$ cat src/rtl/wig_pkg.sv
package wig_pkg;

  // Upper bound on scoreboard slots handled by the helper below.
  localparam int unsigned WIG_MAX_SLOTS = 32;

  // Index of the lowest set bit; 0 if none is set.
  function automatic int unsigned lowest_set(logic [WIG_MAX_SLOTS-1:0] v);
    int unsigned idx;
    idx = 0;
    for (int i = WIG_MAX_SLOTS - 1; i >= 0; i--) begin
      if (v[i]) idx = i;
    end
    return idx;
  endfunction

  // True when id a equals id b, both held in a 32-bit container.
  function automatic logic same_id(logic [31:0] a, logic [31:0] b);
    return a == b;
  endfunction

endpackage

$ cat src/rtl/wig_fifo.sv
module wig_fifo #(
  parameter int unsigned W     = 8,
  parameter int unsigned DEPTH = 4
) (
  input  logic         clk,
  input  logic         rst_n,
  input  logic         push,
  input  logic [W-1:0] push_data,
  input  logic         pop,
  output logic [W-1:0] head_data,
  output logic         head_valid,
  output logic         full
);
  localparam int unsigned AW = (DEPTH > 1) ? $clog2(DEPTH) : 1;
  localparam int unsigned CW = $clog2(DEPTH + 1);

  logic [W-1:0]  slot_q [DEPTH];
  logic [AW-1:0] wr_ptr_q, rd_ptr_q;
  logic [CW-1:0] fill_q;

  function automatic logic [AW-1:0] bump(logic [AW-1:0] p);
    return (p == AW'(DEPTH - 1)) ? '0 : p + 1'b1;
  endfunction

  assign head_valid = (fill_q != '0);
  assign full       = (fill_q == CW'(DEPTH));
  assign head_data  = slot_q[rd_ptr_q];

  always_ff @(posedge clk) begin
    if (push) slot_q[wr_ptr_q] <= push_data;
  end

  always_ff @(posedge clk) begin
    if (!rst_n) begin
      wr_ptr_q <= '0;
      rd_ptr_q <= '0;
      fill_q   <= '0;
    end else begin
      if (push) wr_ptr_q <= bump(wr_ptr_q);
      if (pop)  rd_ptr_q <= bump(rd_ptr_q);
      fill_q <= fill_q + CW'(push) - CW'(pop);
    end
  end

  AST_NO_OVERFLOW: assert property (@(posedge clk) disable iff (!rst_n)
    push |-> !full);
  AST_NO_UNDERFLOW: assert property (@(posedge clk) disable iff (!rst_n)
    pop |-> head_valid);
  AST_STALL_AT_DEPTH: assert property (@(posedge clk) disable iff (!rst_n)
    (fill_q == CW'(DEPTH - 1)) && push && !pop |=> full);

endmodule

$ cat src/rtl/wig_scoreboard.sv
module wig_scoreboard
  import wig_pkg::*;
#(
  parameter int unsigned RW    = 5,
  parameter int unsigned SLOTS = 4
) (
  input  logic              clk,
  input  logic              rst_n,
  input  logic              clr_vld,
  input  logic [RW-1:0]     clr_id,
  input  logic              claim,
  input  logic [RW-1:0]     claim_id,
  output logic [SLOTS-1:0]  live_vld,
  output logic [SLOTS*RW-1:0] live_ids,
  output logic              has_free
);
  localparam int unsigned IW = (SLOTS > 1) ? $clog2(SLOTS) : 1;

  logic [SLOTS-1:0]  vld_q;
  logic [RW-1:0]     id_q [SLOTS];
  logic [SLOTS-1:0]  clr_hit;
  logic [SLOTS-1:0]  free_vec;
  logic [IW-1:0]     claim_idx;

  always_comb begin
    for (int i = 0; i < SLOTS; i++) begin
      clr_hit[i] = clr_vld && vld_q[i] && same_id(32'(id_q[i]), 32'(clr_id));
    end
  end

  assign live_vld  = vld_q & ~clr_hit;
  assign free_vec  = ~live_vld;
  assign has_free  = |free_vec;
  assign claim_idx = IW'(lowest_set(WIG_MAX_SLOTS'(free_vec)));

  genvar g;
  generate
    for (g = 0; g < SLOTS; g++) begin : g_slot
      assign live_ids[g*RW +: RW] = id_q[g];

      always_ff @(posedge clk) begin
        if (!rst_n) begin
          vld_q[g] <= 1'b0;
          id_q[g]  <= '0;
        end else if (claim && (claim_idx == IW'(g))) begin
          vld_q[g] <= 1'b1;
          id_q[g]  <= claim_id;
        end else begin
          vld_q[g] <= live_vld[g];
        end
      end
    end
  endgenerate

  AST_SINGLE_RELEASE: assert property (@(posedge clk) disable iff (!rst_n)
    clr_vld |-> $countones(clr_hit) <= 1);
  AST_CLAIM_ROOM: assert property (@(posedge clk) disable iff (!rst_n)
    claim |-> has_free);
  AST_CLAIM_LANDS: assert property (@(posedge clk) disable iff (!rst_n)
    claim |=> $countones(vld_q) >= 1);

endmodule

$ cat src/rtl/wig_hazard.sv
module wig_hazard
  import wig_pkg::*;
#(
  parameter int unsigned RW    = 5,
  parameter int unsigned NSRC  = 2,
  parameter int unsigned SLOTS = 4
) (
  input  logic [NSRC*RW-1:0]  src,
  input  logic [NSRC-1:0]     src_en,
  input  logic [RW-1:0]       dst,
  input  logic                has_dst,
  input  logic [SLOTS-1:0]    live_vld,
  input  logic [SLOTS*RW-1:0] live_ids,
  output logic [NSRC-1:0]     src_hit,
  output logic                dst_hit,
  output logic                blocked
);

  function automatic logic hits_any(logic [RW-1:0] id,
                                    logic [SLOTS-1:0] vld,
                                    logic [SLOTS*RW-1:0] ids);
    logic h;
    h = 1'b0;
    for (int i = 0; i < SLOTS; i++) begin
      if (vld[i] && same_id(32'(ids[i*RW +: RW]), 32'(id))) h = 1'b1;
    end
    return h;
  endfunction

  genvar s;
  generate
    for (s = 0; s < NSRC; s++) begin : g_src
      assign src_hit[s] = src_en[s] && hits_any(src[s*RW +: RW], live_vld, live_ids);
    end
  endgenerate

  assign dst_hit = has_dst && hits_any(dst, live_vld, live_ids);
  assign blocked = (|src_hit) || dst_hit;

endmodule

$ cat src/rtl/warp_issue_gate.sv
module warp_issue_gate
  import wig_pkg::*;
#(
  parameter int unsigned RW         = 5,
  parameter int unsigned NSRC       = 2,
  parameter int unsigned PW         = 16,
  parameter int unsigned DEPTH      = 4,
  parameter int unsigned SB_ENTRIES = 4
) (
  input  logic               clk,
  input  logic               rst_n,
  input  logic               fetch_valid,
  input  logic [NSRC*RW-1:0] fetch_src,
  input  logic [NSRC-1:0]    fetch_src_en,
  input  logic [RW-1:0]      fetch_dst,
  input  logic               fetch_has_dst,
  input  logic [PW-1:0]      fetch_payload,
  output logic               fetch_stall,
  input  logic               wb_valid,
  input  logic [RW-1:0]      wb_reg,
  output logic               issue_valid,
  input  logic               issue_ready,
  output logic [NSRC*RW-1:0] issue_src,
  output logic [NSRC-1:0]    issue_src_en,
  output logic [RW-1:0]      issue_dst,
  output logic               issue_has_dst,
  output logic [PW-1:0]      issue_payload
);
  localparam int unsigned ENTRY_W = PW + 1 + RW + NSRC + NSRC * RW;

  // Named internal events for the assertions.
  logic               ev_accept;
  logic               ev_issue;
  logic               ev_claim;
  logic               head_valid;
  logic               buf_full;
  logic [ENTRY_W-1:0] head_entry;
  logic [SB_ENTRIES-1:0]    sb_live_vld;
  logic [SB_ENTRIES*RW-1:0] sb_live_ids;
  logic               sb_has_free;
  logic [NSRC-1:0]    src_hit;
  logic               dst_hit;
  logic               hazard;
  logic               slot_short;

  assign ev_accept   = fetch_valid && !buf_full;
  assign fetch_stall = buf_full;

  wig_fifo #(.W(ENTRY_W), .DEPTH(DEPTH)) u_buf (
    .clk        (clk),
    .rst_n      (rst_n),
    .push       (ev_accept),
    .push_data  ({fetch_payload, fetch_has_dst, fetch_dst, fetch_src_en, fetch_src}),
    .pop        (ev_issue),
    .head_data  (head_entry),
    .head_valid (head_valid),
    .full       (buf_full)
  );

  assign {issue_payload, issue_has_dst, issue_dst, issue_src_en, issue_src} = head_entry;

  wig_scoreboard #(.RW(RW), .SLOTS(SB_ENTRIES)) u_sb (
    .clk      (clk),
    .rst_n    (rst_n),
    .clr_vld  (wb_valid),
    .clr_id   (wb_reg),
    .claim    (ev_claim),
    .claim_id (issue_dst),
    .live_vld (sb_live_vld),
    .live_ids (sb_live_ids),
    .has_free (sb_has_free)
  );

  wig_hazard #(.RW(RW), .NSRC(NSRC), .SLOTS(SB_ENTRIES)) u_hz (
    .src      (issue_src),
    .src_en   (issue_src_en),
    .dst      (issue_dst),
    .has_dst  (issue_has_dst),
    .live_vld (sb_live_vld),
    .live_ids (sb_live_ids),
    .src_hit  (src_hit),
    .dst_hit  (dst_hit),
    .blocked  (hazard)
  );

  assign slot_short  = issue_has_dst && !sb_has_free;
  assign issue_valid = head_valid && !hazard && !slot_short;
  assign ev_issue    = issue_valid && issue_ready;
  assign ev_claim    = ev_issue && issue_has_dst;

  AST_ISSUE_HOLD: assert property (@(posedge clk) disable iff (!rst_n)
    issue_valid && !issue_ready |=> issue_valid && $stable(issue_payload)
      && $stable(issue_dst) && $stable(issue_src));
  AST_NO_ISSUE_ON_HIT: assert property (@(posedge clk) disable iff (!rst_n)
    ev_issue |-> !(|src_hit) && !dst_hit);
  AST_STALL_DROPS: assert property (@(posedge clk) disable iff (!rst_n)
    fetch_valid && fetch_stall && !ev_issue |=> fetch_stall);
  AST_EMPTY_NO_OFFER: assert property (@(posedge clk) disable iff (!rst_n)
    !head_valid |-> !issue_valid);

endmodule

$ cat config.mk
export PLATFORM = sky130hd
export DESIGN_NAME = warp_issue_gate
export DESIGN_NICKNAME = d
export VERILOG_FILES = /design/src/rtl/wig_pkg.sv /design/src/rtl/wig_fifo.sv /design/src/rtl/wig_scoreboard.sv /design/src/rtl/wig_hazard.sv /design/src/rtl/warp_issue_gate.sv
export SDC_FILE = /design/constraint.sdc
export NUM_CORES = 1
export LEC_CHECK = 0
export ABC_CLOCK_PERIOD_IN_PS = 4810
export CAP_MARGIN = 20
export CORE_MARGIN = 2
export CORE_UTILIZATION = 40
export CTS_CLUSTER_DIAMETER = 200
export CTS_CLUSTER_SIZE = 28
export DETAILED_ROUTE_END_ITERATION = 10
export DONT_BUFFER_PORTS = 1
export SLEW_MARGIN = 20
export SYNTH_ARGS = -nofsm -noshare
export SYNTH_HDL_FRONTEND = slang
export SYNTH_HIERARCHICAL = 1
export SYNTH_SLANG_ARGS = --single-unit
$ cat constraint.sdc
create_clock -name clk -period 4.81 [get_ports clk]
set_clock_uncertainty 0.15 [all_clocks]
set_input_delay 0.962 -clock clk [delete_from_list [all_inputs] [get_ports clk]]
set_output_delay 0.962 -clock clk [all_outputs]
set_load 0.005 [all_outputs]
# After elaboration in Yosys (flattened, before gate mapping)
# Memory sizes are Yosys's and may differ from the RTL's. A register that Yosys moved wholly into a read port is not among the register bits.
# Cells that the tools add are included.
[totals]
ff_bits = 11
latch_bits = 0
ram_bits = 156
mem_bits_ro = 0
inputBits = 44
out_inout_bits = 36
word_cells = 127
memories = 2
[op_classes]
addsub = 4
multipliers = 0
div_mod_pow = 0
magnitude_cmp = 0
n_eq_ne = 22
shift = 0
muxes = 43
n_bitwise = 7
n_reduce_logical = 42
[memory_table]
columns = ["name", "depth", "word_bits", "read_ports", "rd_clocked_by_memory_dff", "wr", "line_no", "rtl"]
rows = [
  ["u_buf.slot_q", 4, 34, 1, 1, 1, "wig_fifo.sv:17", "logic [W-1:0] slot_q [DEPTH];"],
  ["u_sb.id_q", 4, 5, 4, 0, 4, "wig_scoreboard.sv:20", "logic [RW-1:0] id_q [SLOTS];"],
]
[op_table]
columns = ["operator", "count"]
rows = [
  ["$eq 5x5->1", 16],
  ["$logic_and 1x1->1", 33],
  ["$mux 1", 31],
  ["$mux 5", 4],
  ["$mux 2", 8],
  ["$eq 2x2->1 const B", 4],
  ["$not 4->4", 2],
  ["$add 2x1->2 const B", 2],
  ["$and 4x4->4", 1],
  ["$logic_not 1->1", 4],
  ["$or 1x1->1", 4],
  ["$reduce_or 4->1", 1],
  ["$add 3x1->3", 1],
  ["$eq 3x3->1 const B", 1],
  ["$reduce_bool 3->1", 1],
  ["$sub 3x1->3", 1],
  ["$eq 2x1->1 const B", 1],
  ["$logic_not 2->1", 1],
  ["$reduce_or 2->1", 1],
  ["$logic_or 1x1->1", 1],
]

# Longest topological paths before layout
# Gate-level depths: netlist (run 1).
# An unclocked memory read counts as a cell.
[logic_depth]
word_depth = 23
mapped_depth = 15
depth_no_buf = 14

# Cells and area by module
# Netlist (run 1), hierarchy kept.
[by_module_without_submodules]
columns = ["module", "instances", "cells_each", "area_each_um2", "seq_area_each_um2"]
rows = [
  ["wig_fifo", 1, 222, 5413.9, 4264.1],
  ["wig_scoreboard", 1, 105, 1249.9, 680.7],
  ["wig_hazard", 1, 91, 711.9, 0.0],
  ["warp_issue_gate", 1, 6, 60.1, 0.0],
]

# Worst setup path after synthesis (run 1)
# OpenSTA, ideal clock, no wires.
[synth_timing]
path_type = "input to register"
startpoint = "input port wb_reg[3]"
endpoint = "register u_buf.fill_q[2]"
setup_ps = 64
arrival_time_ps = 4038
t_required_ps = 4596
slack_ps = 558
stages = 15
path_buffers = 1
path_cell_list = "buf_6 > xnor2_1 > nand2_1 > o21ai_0 > inv_1 > nand3_1 > a41oi_2 > or3_1 > nor4bb_2 > ha_1 > inv_1 > ha_1 > fa_1 > xor3_1 > nor2_1"
[synth_via]
elab_chain_cells = 17
word_cells_on_any_way = 49
cone_classes = "1 x add/sub; 4 x eq/ne; 12 x mux; 3 x bitwise; 29 x reduce/logical"
[synth_rtl]
columns = ["item", "line_no", "rtl"]
rows = [
  ["start: declaration", "warp_issue_gate.sv:20", "input logic [RW-1:0] wb_reg,"],
  ["$eq 5x5->1", "wig_pkg.sv:18", "return a == b;"],
  ["$logic_and 1x1->1", "wig_scoreboard.sv:27", "clr_hit[i] = clr_vld && vld_q[i] && same_id(32'(id_q[i]), 32'(clr_id));"],
  ["$not 4->4", "wig_scoreboard.sv:31", "assign live_vld = vld_q & ~clr_hit;"],
  ["$and 4x4->4", "wig_scoreboard.sv:31", ""],
  ["net sb_live_vld[0]", "warp_issue_gate.sv:38", "logic [SB_ENTRIES-1:0] sb_live_vld;"],
  ["$logic_and 1x1->1", "wig_hazard.sv:25", "if (vld[i] && same_id(32'(ids[i*RW +: RW]), 32'(id))) h = 1'b1;"],
  ["$mux 1 (4 in series)", "wig_hazard.sv:25", ""],
  ["$logic_and 1x1->1", "wig_hazard.sv:33", "assign src_hit[s] = src_en[s] && hits_any(src[s*RW +: RW], live_vld, live_ids);"],
  ["net src_hit[0]", "warp_issue_gate.sv:41", "logic [NSRC-1:0] src_hit;"],
  ["$reduce_or 2->1", "wig_hazard.sv:38", "assign blocked = (|src_hit) || dst_hit;"],
  ["$logic_or 1x1->1", "wig_hazard.sv:38", ""],
  ["net hazard", "warp_issue_gate.sv:43", "logic hazard;"],
  ["$logic_not 1->1", "warp_issue_gate.sv:87", "assign issue_valid = head_valid && !hazard && !slot_short;"],
  ["$logic_and 1x1->1 (2 in series)", "warp_issue_gate.sv:87", ""],
  ["$logic_and 1x1->1", "warp_issue_gate.sv:88", "assign ev_issue = issue_valid && issue_ready;"],
  ["net ev_issue", "warp_issue_gate.sv:33", "logic ev_issue;"],
  ["$sub 3x1->3", "wig_fifo.sv:41", "fill_q <= fill_q + CW'(push) - CW'(pop);"],
  ["end signal: assignment", "wig_fifo.sv:41", ""],
  ["end: declaration", "wig_fifo.sv:19", "logic [CW-1:0] fill_q;"],
]
# The timed path passes the listed nets, and every way through them passes these cells.
# A chain may end at the register's enable or synchronous reset.

==> results of run 1 <==
## registers in the layout (all words and copies together) (netlist names), named ones only
name	flops
u_buf/wr_ptr_q	2
u_sb/vld_q	4
u_sb/id_q	20
u_buf/slot_q	136
u_buf/rd_ptr_q	2
u_buf/fill_q	3
## layout make-up
| cell class | count | area (sq um) | area share |
|---|---|---|---|
| Timing Repair Buffer | 6 | 57.56 | 0.006936 |
| Multi-Input combinational cell | 230 | 2335 | 0.2814 |
| Sequential cell | 169 | 4947 | 0.5962 |
| Inverter | 15 | 56.30 | 0.006785 |
| Clock inverter | 15 | 190.2 | 0.02292 |
| Tap cell | 229 | 286.5 | 0.03453 |
| Clock buffer | 17 | 425.4 | 0.05127 |
## cells in the mapped netlist, types with 3 or more instances
cell type,n
edfxtp_1,156
a21boi_0,3
ha_1,7
mux4_1,4
buf_2,3
nand2_1,10
and2_1,22
nor2_1,10
buf_12,3
nor4_1,12
nand4_1,3
inv_1,13
xnor2_1,28
nand3_1,14
o21ai_0,4
dfxtp_1,13
mux4_2,30
xor2_1,52
## logic make-up after synthesis
logic type                 share of synthesized area
xor gates and xnor gates                     0.09743
DFF                                           0.6650
muxes                                         0.1077
buffers and inverters                        0.02171
adders and majority gates                    0.01447
and+or+nand+nor                              0.07067
AOI/OAI and AO/OA                            0.02305
## layer usage
| metal | share of wire | vias to the layer above |
|---|---|---|
| li1 | - | 1662 |
| met1 | 0.42 | 1885 |
| met2 | 0.48 | 119 |
| met3 | 0.089 | 18 |
| met4 | 0.013 | 0 |
| met5 | 0 | - |
## through the flow
step / cell area [sq um] / hold WS [ps] / setup slack (ps)
after CTS: 8298 / 386.9 / 433.6
after global placement: 7682 / 353.6 / 531.1
final: 8298 / 381.8 / 450.7
after detailed placement: 7682 / 374.3 / 452.8
after floorplan: 7436 / 326.8 / 557.5
after global routing: 8298 / 417.4 / 205.7
## worst register-to-register path, stage by stage, from the launching register on
cell,delay [ps]
dfxtp_2,420
buf_12,280
mux4_2,710
xor2_1,210
nor4_1,430
nand3_1,170
a41oi_2,180
or3_1,220
nor4bb_2,70
buf_4,150
ha_1,270
inv_1,30
ha_1,190
fa_1,380
xor3_1,360
nor2_1,90
## worst paths after layout
kind | to | slack, ps | cells past startpoint
setup reg to reg | u_buf/fill_q[2] | 470 | 15
setup / recovery | issue_valid | 450 | 8
hold reg to reg | flip-flop | 380 | 2
hold / removal | flip-flop | 380 | 2
## where the power goes
part | switching (mW) | internal [mW]
clock network | 0.564 | 0.831
logic | 0.511 | 0.387
registers | 0.0836 | 1.77
==> impl_metrics.py, run 1 <==
metrics = {
    "power_and_ir_drop": {
        "irDropWorstVdd_mv": 0.2684,
        "p_total_mw": 4.145,
        "p_leak_nw": 2.743,
        "p_per_area_nw_per_um2": 499.5,
    },
    "detailed_routing": {
        "route.detailed.wl_per_inst_microns": 22.08,
        "drc_errors": 0,
        "vias": 3684,
        "drt-total-wl_microns": 15040,
        "vias_per_cell": 5.410,
        "antenna_left": 0,
        "drt_iter0_drc": 242,
        "first_pass_iters": 5,
    },
    "worst_hold_path": {
        "hold_class": "reg2reg",
        "hp-start": "u_buf/rd_ptr_q[1]",
    },
    "synthesis": {
        "synth-edff-count": 156,
        "yosys.area.top_type_share": 0.6300,
        "yosys.area.top_type": "edfxtp_1",
        "ys.flop_type": "edfxtp_1",
        "synth_area_per_cell_sq_um": 17.54,
        "synthesis.area_sq_um": 7436,
        "ys_seq_area_frac": 0.6650,
        "ys.warnings.count": 6,
        "ys_async_sr_fraction": 0,
        "syn-num-nets": 476,
        "synth.top_cells.by_area": "edfxtp_1, mux4_2, xor2_1",
        "ys_ff_latch": 169,
        "synth_cells": 424,
        "synth.distinct_cells": 44,
    },
    "critical_path": {
        "crit_chain": "buf_12 > mux4_2 > xor2_1 > nor4_1 > nand3_1 > a41oi_2 > or3_1 > nor3b_1",
        "crit_family": "simple AND/OR/NAND/NOR gates",
        "path_class": "reg2out",
        "crit_buf_inv": 1,
        "path_max_fanout": 31,
        "max_stage_delay_ps": 680,
        "worst_path_max_delay_cell": "mux4_2",
        "worst_setup_path_end_kind": "primary output",
        "crit_arrival_ps": 3250,
        "required_ps": 3700,
        "start_kind": "flip-flop",
    },
    "finish": {
        "final_cells": 681,
        "nets": 491,
        "layout_common_cells": "edfxtp_1, xor2_1, mux4_2, xnor2_1, and2_1",
        "drive_gt1_frac": 0.1903,
        "fillers": 1547,
        "antenna_cells": 0,
        "area_growth_pct": 11.59,
        "final_common_cell": "edfxtp_1",
        "post-route-util": 0.4588,
    },
    "placed_design": {
        "port_buffers": 0,
        "gp_routability_congestion": 0.9087,
        "place_inst": 649,
        "dp_hpwl_microns": 9839,
    },
    "floorplanning": {
        "fp.dieW_microns": 140.3,
        "initial_core_util": 0.4111,
        "num_rows": 49,
        "ios": 80,
        "core_sq_um": 18090,
        "dieHeight_microns": 140.3,
        "dieArea_sq_um": 19700,
    },
    "timing": {
        "tightest_slew_ps": 1013,
        "hold_viol_final": 0,
        "finalMaxSlewViolations": 0,
        "grt_setup_unrepaired": "false",
        "fmax_mhz": 229.4,
        "min_period_ps": 4359,
        "fin_crit_sh": 0.9063,
        "setup_viol": 0,
        "setup_tns_ps": 0,
        "timing.slew.headroom": 0.3243,
    },
    "grt": {
        "antenna_found_initial": 0,
        "use_met3": 0.06051,
        "grt_use_met1": 0.2069,
        "top_usage_layer": "met2",
        "grt_overflow": 0,
        "grt_max_degree": 35,
        "grt_pass1_wl_microns": 23160,
        "met2_usage": 0.2510,
        "first_global_vias": 3951,
        "grt_usage": 0.1600,
    },
    "clocking": {
        "cts-root-buf": "clkbuf_16",
        "cts_buffers": 17,
        "cts.sinks": 169,
        "cts_hold_repair.buffers": 0,
        "clk_pin_slew_ps": 60,
        "tritoncts": "done",
        "post_cts_buffers": 0,
        "clk_path_buf_depth": 2,
        "htreeDepth": 4,
        "clk_latency_ps": 420,
        "cts.repair.resized": 0,
    },
    "status": {
        "status": "finished, final reports clean",
    },
    "run": {
        "cap_violations": 0,
    },
}
Power figures use the tool's default switching activity.
==> run 2, diff against run 1 <==
--- a/config.mk
+++ b/config.mk
@@ -8,11 +8,12 @@
 export ABC_CLOCK_PERIOD_IN_PS = 4810
 export CAP_MARGIN = 20
 export CORE_MARGIN = 2
-export CORE_UTILIZATION = 40
+export CORE_UTILIZATION = 30
 export CTS_CLUSTER_DIAMETER = 200
 export CTS_CLUSTER_SIZE = 28
 export DETAILED_ROUTE_END_ITERATION = 10
 export DONT_BUFFER_PORTS = 1
+export GPL_ROUTABILITY_DRIVEN = 0
 export SLEW_MARGIN = 20
 export SYNTH_ARGS = -nofsm -noshare
 export SYNTH_HDL_FRONTEND = slang
==> run 2 against run 1 <==
Compared with the run above:
- core utilization decreased by 11 points
- via count up 0.57%
- cell count rose by 14%
- non-clock buffer count down 2
- critical endpoint unchanged
- sequential share of layout area shrank 0.50 points
- worst setup slack gained 46 ps
- count of clock-buffer cells in the layout is 1 higher
- sequential cell count unchanged
- clock power decreased by 6%
==> impl_metrics.py, run 2 (synthesis gave the netlist of run 1 again) <==
metrics = {
    "grt": {
        "antenna_found_initial": 0,
        "grt_pass1_wl_microns": 23180,
        "grt_overflow": 0,
        "first_global_vias": 3961,
        "grt_max_degree": 35,
        "grt_usage": 0.1215,
    },
    "clocking": {
        "cts_hold_repair.buffers": 0,
        "clk_latency_ps": 420,
        "htreeDepth": 4,
        "post_cts_buffers": 0,
        "cts.sinks": 169,
        "clk_pin_slew_ps": 70,
        "cts_buffers": 17,
        "cts-root-buf": "clkbuf_16",
        "clk_path_buf_depth": 2,
        "cts.repair.resized": 0,
        "tritoncts": "done",
    },
    "detailed_routing": {
        "first_pass_iters": 4,
        "drt-total-wl_microns": 15280,
        "antenna_left": 0,
        "drt_iter0_drc": 356,
        "route.detailed.wl_per_inst_microns": 19.74,
        "vias": 3705,
        "vias_per_cell": 4.787,
        "drc_errors": 0,
    },
    "finish": {
        "drive_gt1_frac": 0.1911,
        "final_common_cell": "edfxtp_1",
        "top_regs": "u_buf/slot_q (136), u_sb/id_q (20), u_sb/vld_q (4)",
        "nets": 489,
        "area_growth_pct": 12.54,
        "largest_reg_flops": 136,
        "antenna_cells": 0,
        "regMostFlops": "u_buf/slot_q",
        "stdcell_area_sq_um": 8368,
        "final_cells": 774,
        "layout_common_cells": "edfxtp_1, xor2_1, mux4_2, xnor2_1, and2_1",
    },
    "power_and_ir_drop": {
        "irDropWorstVdd_mv": 0.2297,
        "switching_power_mw": 1.171,
        "p_int_mw": 2.887,
        "p_leak_nw": 2.712,
        "combPwrFrac": 0.222,
        "switching_share": 0.2886,
        "p_seq_frac": 0.454,
        "p_total_mw": 4.058,
        "pwr-share-clk": 0.324,
        "p_per_area_nw_per_um2": 485.0,
    },
    "placed_design": {
        "port_buffers": 0,
        "placed_cell_area_sq_um": 7786,
        "dp_hpwl_microns": 10510,
        "place_inst": 742,
    },
    "status": {
        "status": "finished, final reports clean",
    },
    "critical_path": {
        "r2r_cells": 14,
        "worst_setup_path_end_kind": "primary output",
        "start_kind": "flip-flop",
        "crit_chain": "buf_12 > mux4_2 > xor2_1 > nor4_1 > nand3_1 > a41oi_2 > or3_1 > nor3b_1",
        "crit_arrival_ps": 3200,
        "path_class": "reg2out",
        "worst_path_max_delay_cell": "mux4_2",
        "path_max_fanout": 34,
        "max_stage_delay_ps": 700,
        "required_ps": 3700,
    },
    "floorplanning": {
        "dieHeight_microns": 161.4,
        "ios": 80,
        "dieArea_sq_um": 26060,
        "fp.dieW_microns": 161.4,
        "initial_core_util": 0.3058,
        "core_sq_um": 24320,
        "num_rows": 57,
    },
    "timing": {
        "grt_setup_unrepaired": "false",
        "setup_viol": 0,
        "timing.slew.headroom": 0.3108,
        "finalMaxSlewViolations": 0,
        "fin_crit_sh": 0.8968,
        "tightest_slew_ps": 1034,
        "fmax_mhz": 231.8,
        "min_period_ps": 4314,
        "setup_tns_ps": 0,
        "hold_viol_final": 0,
    },
    "run": {
        "cap_violations": 0,
    },
    "worst_hold_path": {
        "hold_class": "reg2reg",
        "min_path_cells": 2,
    },
}
[run 2: cell count changes in the layout (fill, tap and decap cells not counted), sizes merged]
cell | previous run | this run
clkinv | 6 | 2
clkinvlp | 0 | 2
bufinv | 3 | 1
buf | 6 | 4
clkbuf | 17 | 18
inv | 21 | 24
[run 2: worst max-delay path: cells and delay by family (launching register included)]
kind	cells	cell delay, ps
buf+inv	1	270
flops	1	340
simple gates	4	1110
mux	1	700
compound gates	1	100
xor+xnor	1	210
[run 2: stage by stage]
stage               worst slack, ps  utilization  hold slack, ps
floorplan                     557.5            -           326.8
global placement              486.0       0.3202           335.0
detailed placement            400.4       0.3202           354.7
CTS                           405.5       0.3441           367.9
global route                  319.0       0.3441           381.2
finish                        496.5       0.3441           362.2
[run 2: area by class of cell]
cell class	instances	area, sq um
Fill cell	2303	15950
Sequential cell	169	4947
Multi-Input combinational cell	230	2335
Clock buffer	18	429.2
Tap cell	324	405.4
Clock inverter	14	152.6
Inverter	15	56.30
Timing Repair Buffer	4	42.54
[run 2: final timing paths]
check	slack (ps)	startpoint	endpoint
setup / recovery	500	flip-flop	issue_valid
hold / removal	360	u_buf/rd_ptr_q[0]	flip-flop
setup reg to reg	530	flip-flop	u_buf/fill_q[2]
hold reg to reg	360	u_buf/rd_ptr_q[0]	flip-flop
[run 2: power groups by stage]
| stage | clock, mW | sequential, mW | combinational, mW |
|---|---|---|---|
| 6_report | 1.32 | 1.84 | 0.901 |
| 3_3_place_gp | 0 | 1.86 | 0.902 |
| 3_5_place_dp | 0 | 1.88 | 0.920 |
| 2_1_floorplan | 0 | 1.84 | 0.730 |
| 5_1_grt | 1.42 | 1.85 | 0.990 |
| 4_1_cts | 1.36 | 1.84 | 0.926 |
[run 2: per-layer routing]
metal,vias to the layer above,share of wire,track usage
met5,-,0,0
met3,23,0.092,0.05521
met4,0,0.018,0.04261
met2,114,0.51,0.2077
li1,1651,-,-
met1,1917,0.38,0.1338
==> run 3, diff against run 2 <==
--- a/config.mk
+++ b/config.mk
@@ -14,8 +14,8 @@
 export DETAILED_ROUTE_END_ITERATION = 10
 export DONT_BUFFER_PORTS = 1
 export GPL_ROUTABILITY_DRIVEN = 0
+export PLACE_DENSITY_LB_ADDON = 0.05
 export SLEW_MARGIN = 20
 export SYNTH_ARGS = -nofsm -noshare
 export SYNTH_HDL_FRONTEND = slang
-export SYNTH_HIERARCHICAL = 1
 export SYNTH_SLANG_ARGS = --single-unit
==> run 3 against run 2 <==
Compared with the run above:
- count of clock-buffer cells in the layout shrank 1
- largest cell class unchanged
- critical path type unchanged
- critical endpoint unchanged
- synthesized area rose by 1.3%
- sequential cell count unchanged
- largest power group unchanged
- highest routed layer unchanged
==> impl_metrics.py, run 3 <==
metrics = {
    "status": {
        "status": "finished, final reports clean",
    },
    "synthesis": {
        "synth_common_cells": "edfxtp_1, xnor2_1, mux4_2, xor2_1, nand2_1",
        "yosys.area.top_type_share": 0.6217,
        "ys.flop_type": "edfxtp_1",
        "synth_cells": 464,
        "syn-num-nets": 516,
        "synth.most_common_cell": "edfxtp_1",
        "synth-edff-count": 156,
        "yosys.area.top_type": "edfxtp_1",
        "synth.distinct_cells": 41,
        "ys_async_sr_fraction": 0,
        "ys_ff_latch": 169,
        "synth.top_cells.by_area": "edfxtp_1, mux4_2, xnor2_1",
        "ys_seq_area_frac": 0.6563,
        "synthesis.area_sq_um": 7535,
        "synth_area_per_cell_sq_um": 16.24,
        "ys.warnings.count": 0,
    },
    "clocking": {
        "cts.repair.resized": 0,
        "tritoncts": "done",
        "cts.sinks": 169,
        "post_cts_buffers": 0,
        "cts_buffers": 17,
        "clk_path_buf_depth": 2,
        "cts_hold_repair.buffers": 0,
        "clk_pin_slew_ps": 70,
        "cts-root-buf": "clkbuf_16",
        "clk_latency_ps": 420,
        "htreeDepth": 4,
    },
    "finish": {
        "top_regs": "u_buf.slot_q (136), u_sb.id_q (20), u_sb.vld_q (4)",
        "area_growth_pct": 11.41,
        "layout_common_cells": "edfxtp_1, xnor2_1, mux4_2, xor2_1, nand2_1",
        "regMostFlops": "u_buf.slot_q",
        "final_common_cell": "edfxtp_1",
        "largest_reg_flops": 136,
        "antenna_cells": 0,
        "drive_gt1_frac": 0.2047,
        "nets": 508,
    },
    "detailed_routing": {
        "drt_iter0_drc": 241,
        "drt-total-wl_microns": 17880,
        "antenna_left": 0,
        "first_pass_iters": 4,
        "drc_errors": 0,
        "vias": 3785,
        "route.detailed.wl_per_inst_microns": 22.38,
        "vias_per_cell": 4.737,
    },
    "floorplanning": {
        "core_sq_um": 24890,
        "dieHeight_microns": 162.5,
        "num_rows": 58,
        "ios": 80,
        "fp.dieW_microns": 162.5,
        "initial_core_util": 0.3027,
        "dieArea_sq_um": 26400,
    },
    "placed_design": {
        "port_buffers": 0,
        "dp_hpwl_microns": 11940,
    },
    "grt": {
        "grt_max_degree": 35,
        "antenna_found_initial": 0,
        "grt_pass1_wl_microns": 26700,
        "first_global_vias": 4096,
        "grt_overflow": 0,
        "grt_usage": 0.1417,
    },
    "timing": {
        "tightest_slew_ps": 851.4,
        "hold_viol_final": 0,
        "timing.slew.headroom": 0.4324,
        "finalMaxSlewViolations": 0,
        "fmax_mhz": 226.4,
        "grt_setup_unrepaired": "false",
        "setup_viol": 0,
        "setup_tns_ps": 0,
        "fin_crit_sh": 0.9182,
        "min_period_ps": 4417,
    },
    "worst_hold_path": {
        "hp-start": "u_buf.rd_ptr_q[1]",
        "hold_class": "reg2reg",
        "min_path_cells": 2,
    },
    "critical_path": {
        "path_max_fanout": 34,
        "r2r_cells": 15,
        "crit_path_frequent_cell": "inv_1",
        "start_kind": "flip-flop",
        "crit_arrival_ps": 3300,
        "worst_path_max_delay_cell": "mux4_2",
        "reg2reg_to": "u_buf.fill_q[2]",
        "max_stage_delay_ps": 700,
        "reg2reg_slack_ps": 550,
        "worst_setup_path_end_kind": "primary output",
        "critPathCapture": "issue_valid",
        "crit_chain": "buf_12 > mux4_2 > xnor2_1 > nand2_1 > nor4_1 > o41ai_2 > inv_1 > or4_4 > inv_1",
        "required_ps": 3700,
        "path_class": "reg2out",
    },
    "power_and_ir_drop": {
        "p_leak_nw": 2.639,
        "irDropWorstVdd_mv": 0.2218,
        "p_per_area_nw_per_um2": 510.9,
        "p_total_mw": 4.289,
    },
    "run": {
        "cap_violations": 0,
    },
}
==> run 3: cell families after synthesis <==
group	count (synthesis)	share of synthesized area
AO/OA/AOI/OAI	18	0.01876
XOR/XNOR	82	0.09532
adder cells (fa/ha/maj)	8	0.01428
buffers and inverters	56	0.04068
flip-flops	169	0.6563
multiplexers	38	0.1069
AND/OR/NAND/NOR	93	0.06775
==> run 3: area by class of cell <==
class,instances,area [sq um]
Fill cell,2399,16500
Clock buffer,17,425.4
Tap cell,330,412.9
Timing Repair Buffer,15,125.1
Clock inverter,15,141.4
Inverter,14,52.55
Sequential cell,169,4947
Multi-Input combinational cell,239,2290
==> run 3: routing by layer <==
metal	wire length, microns	up-vias	track usage	share of wire
met2	8755	93	0.2366	0.49
met5	0	-	0	0
met1	7786	1952	0.1765	0.44
li1	-	1722	-	-
met3	1017	18	0.04431	0.057
met4	319	0	0.04385	0.018
==> run 3: report_power, final <==
group | total [mW] | switching (mW) | internal, mW | leakage, nW
clock network | 1.32 | 0.592 | 0.725 | 0.279
logic | 1.11 | 0.654 | 0.458 | 0.800
registers | 1.86 | 0.0879 | 1.77 | 1.56
total | 4.29 | 1.33 | 2.96 | 2.64
==> run 3: worst min-delay path by stage <==
stage | to | slack, ps
floorplan | flip-flop | 300
global placement | flip-flop | 320
detailed placement | flip-flop | 330
CTS | flip-flop | 330
global route | flip-flop | 370
finish | flip-flop | 320
==> run 3: stage by stage <==
stage	worst slack [ps]	utilization	area (sq um)	std cells	hold WS, ps
after floorplan	302.7	-	7535	464	303.9
after global routing	207.5	0.3372	8394	799	368.3
after global placement	376.8	0.3144	7826	767	317.2
after detailed placement	314.0	0.3145	7828	767	326.8
after CTS	305.5	0.3372	8394	799	327.9
final	393.3	0.3372	8394	799	322.3
==> run 3: critical path: cells and delay by family (launching register included) <==
family | cells | cell delay (ps)
AND/OR/NAND/NOR | 3 | 640
flip-flops | 1 | 340
XOR/XNOR | 1 | 170
multiplexers | 1 | 700
buffers and inverters | 3 | 460
AO/OA/AOI/OAI | 1 | 520
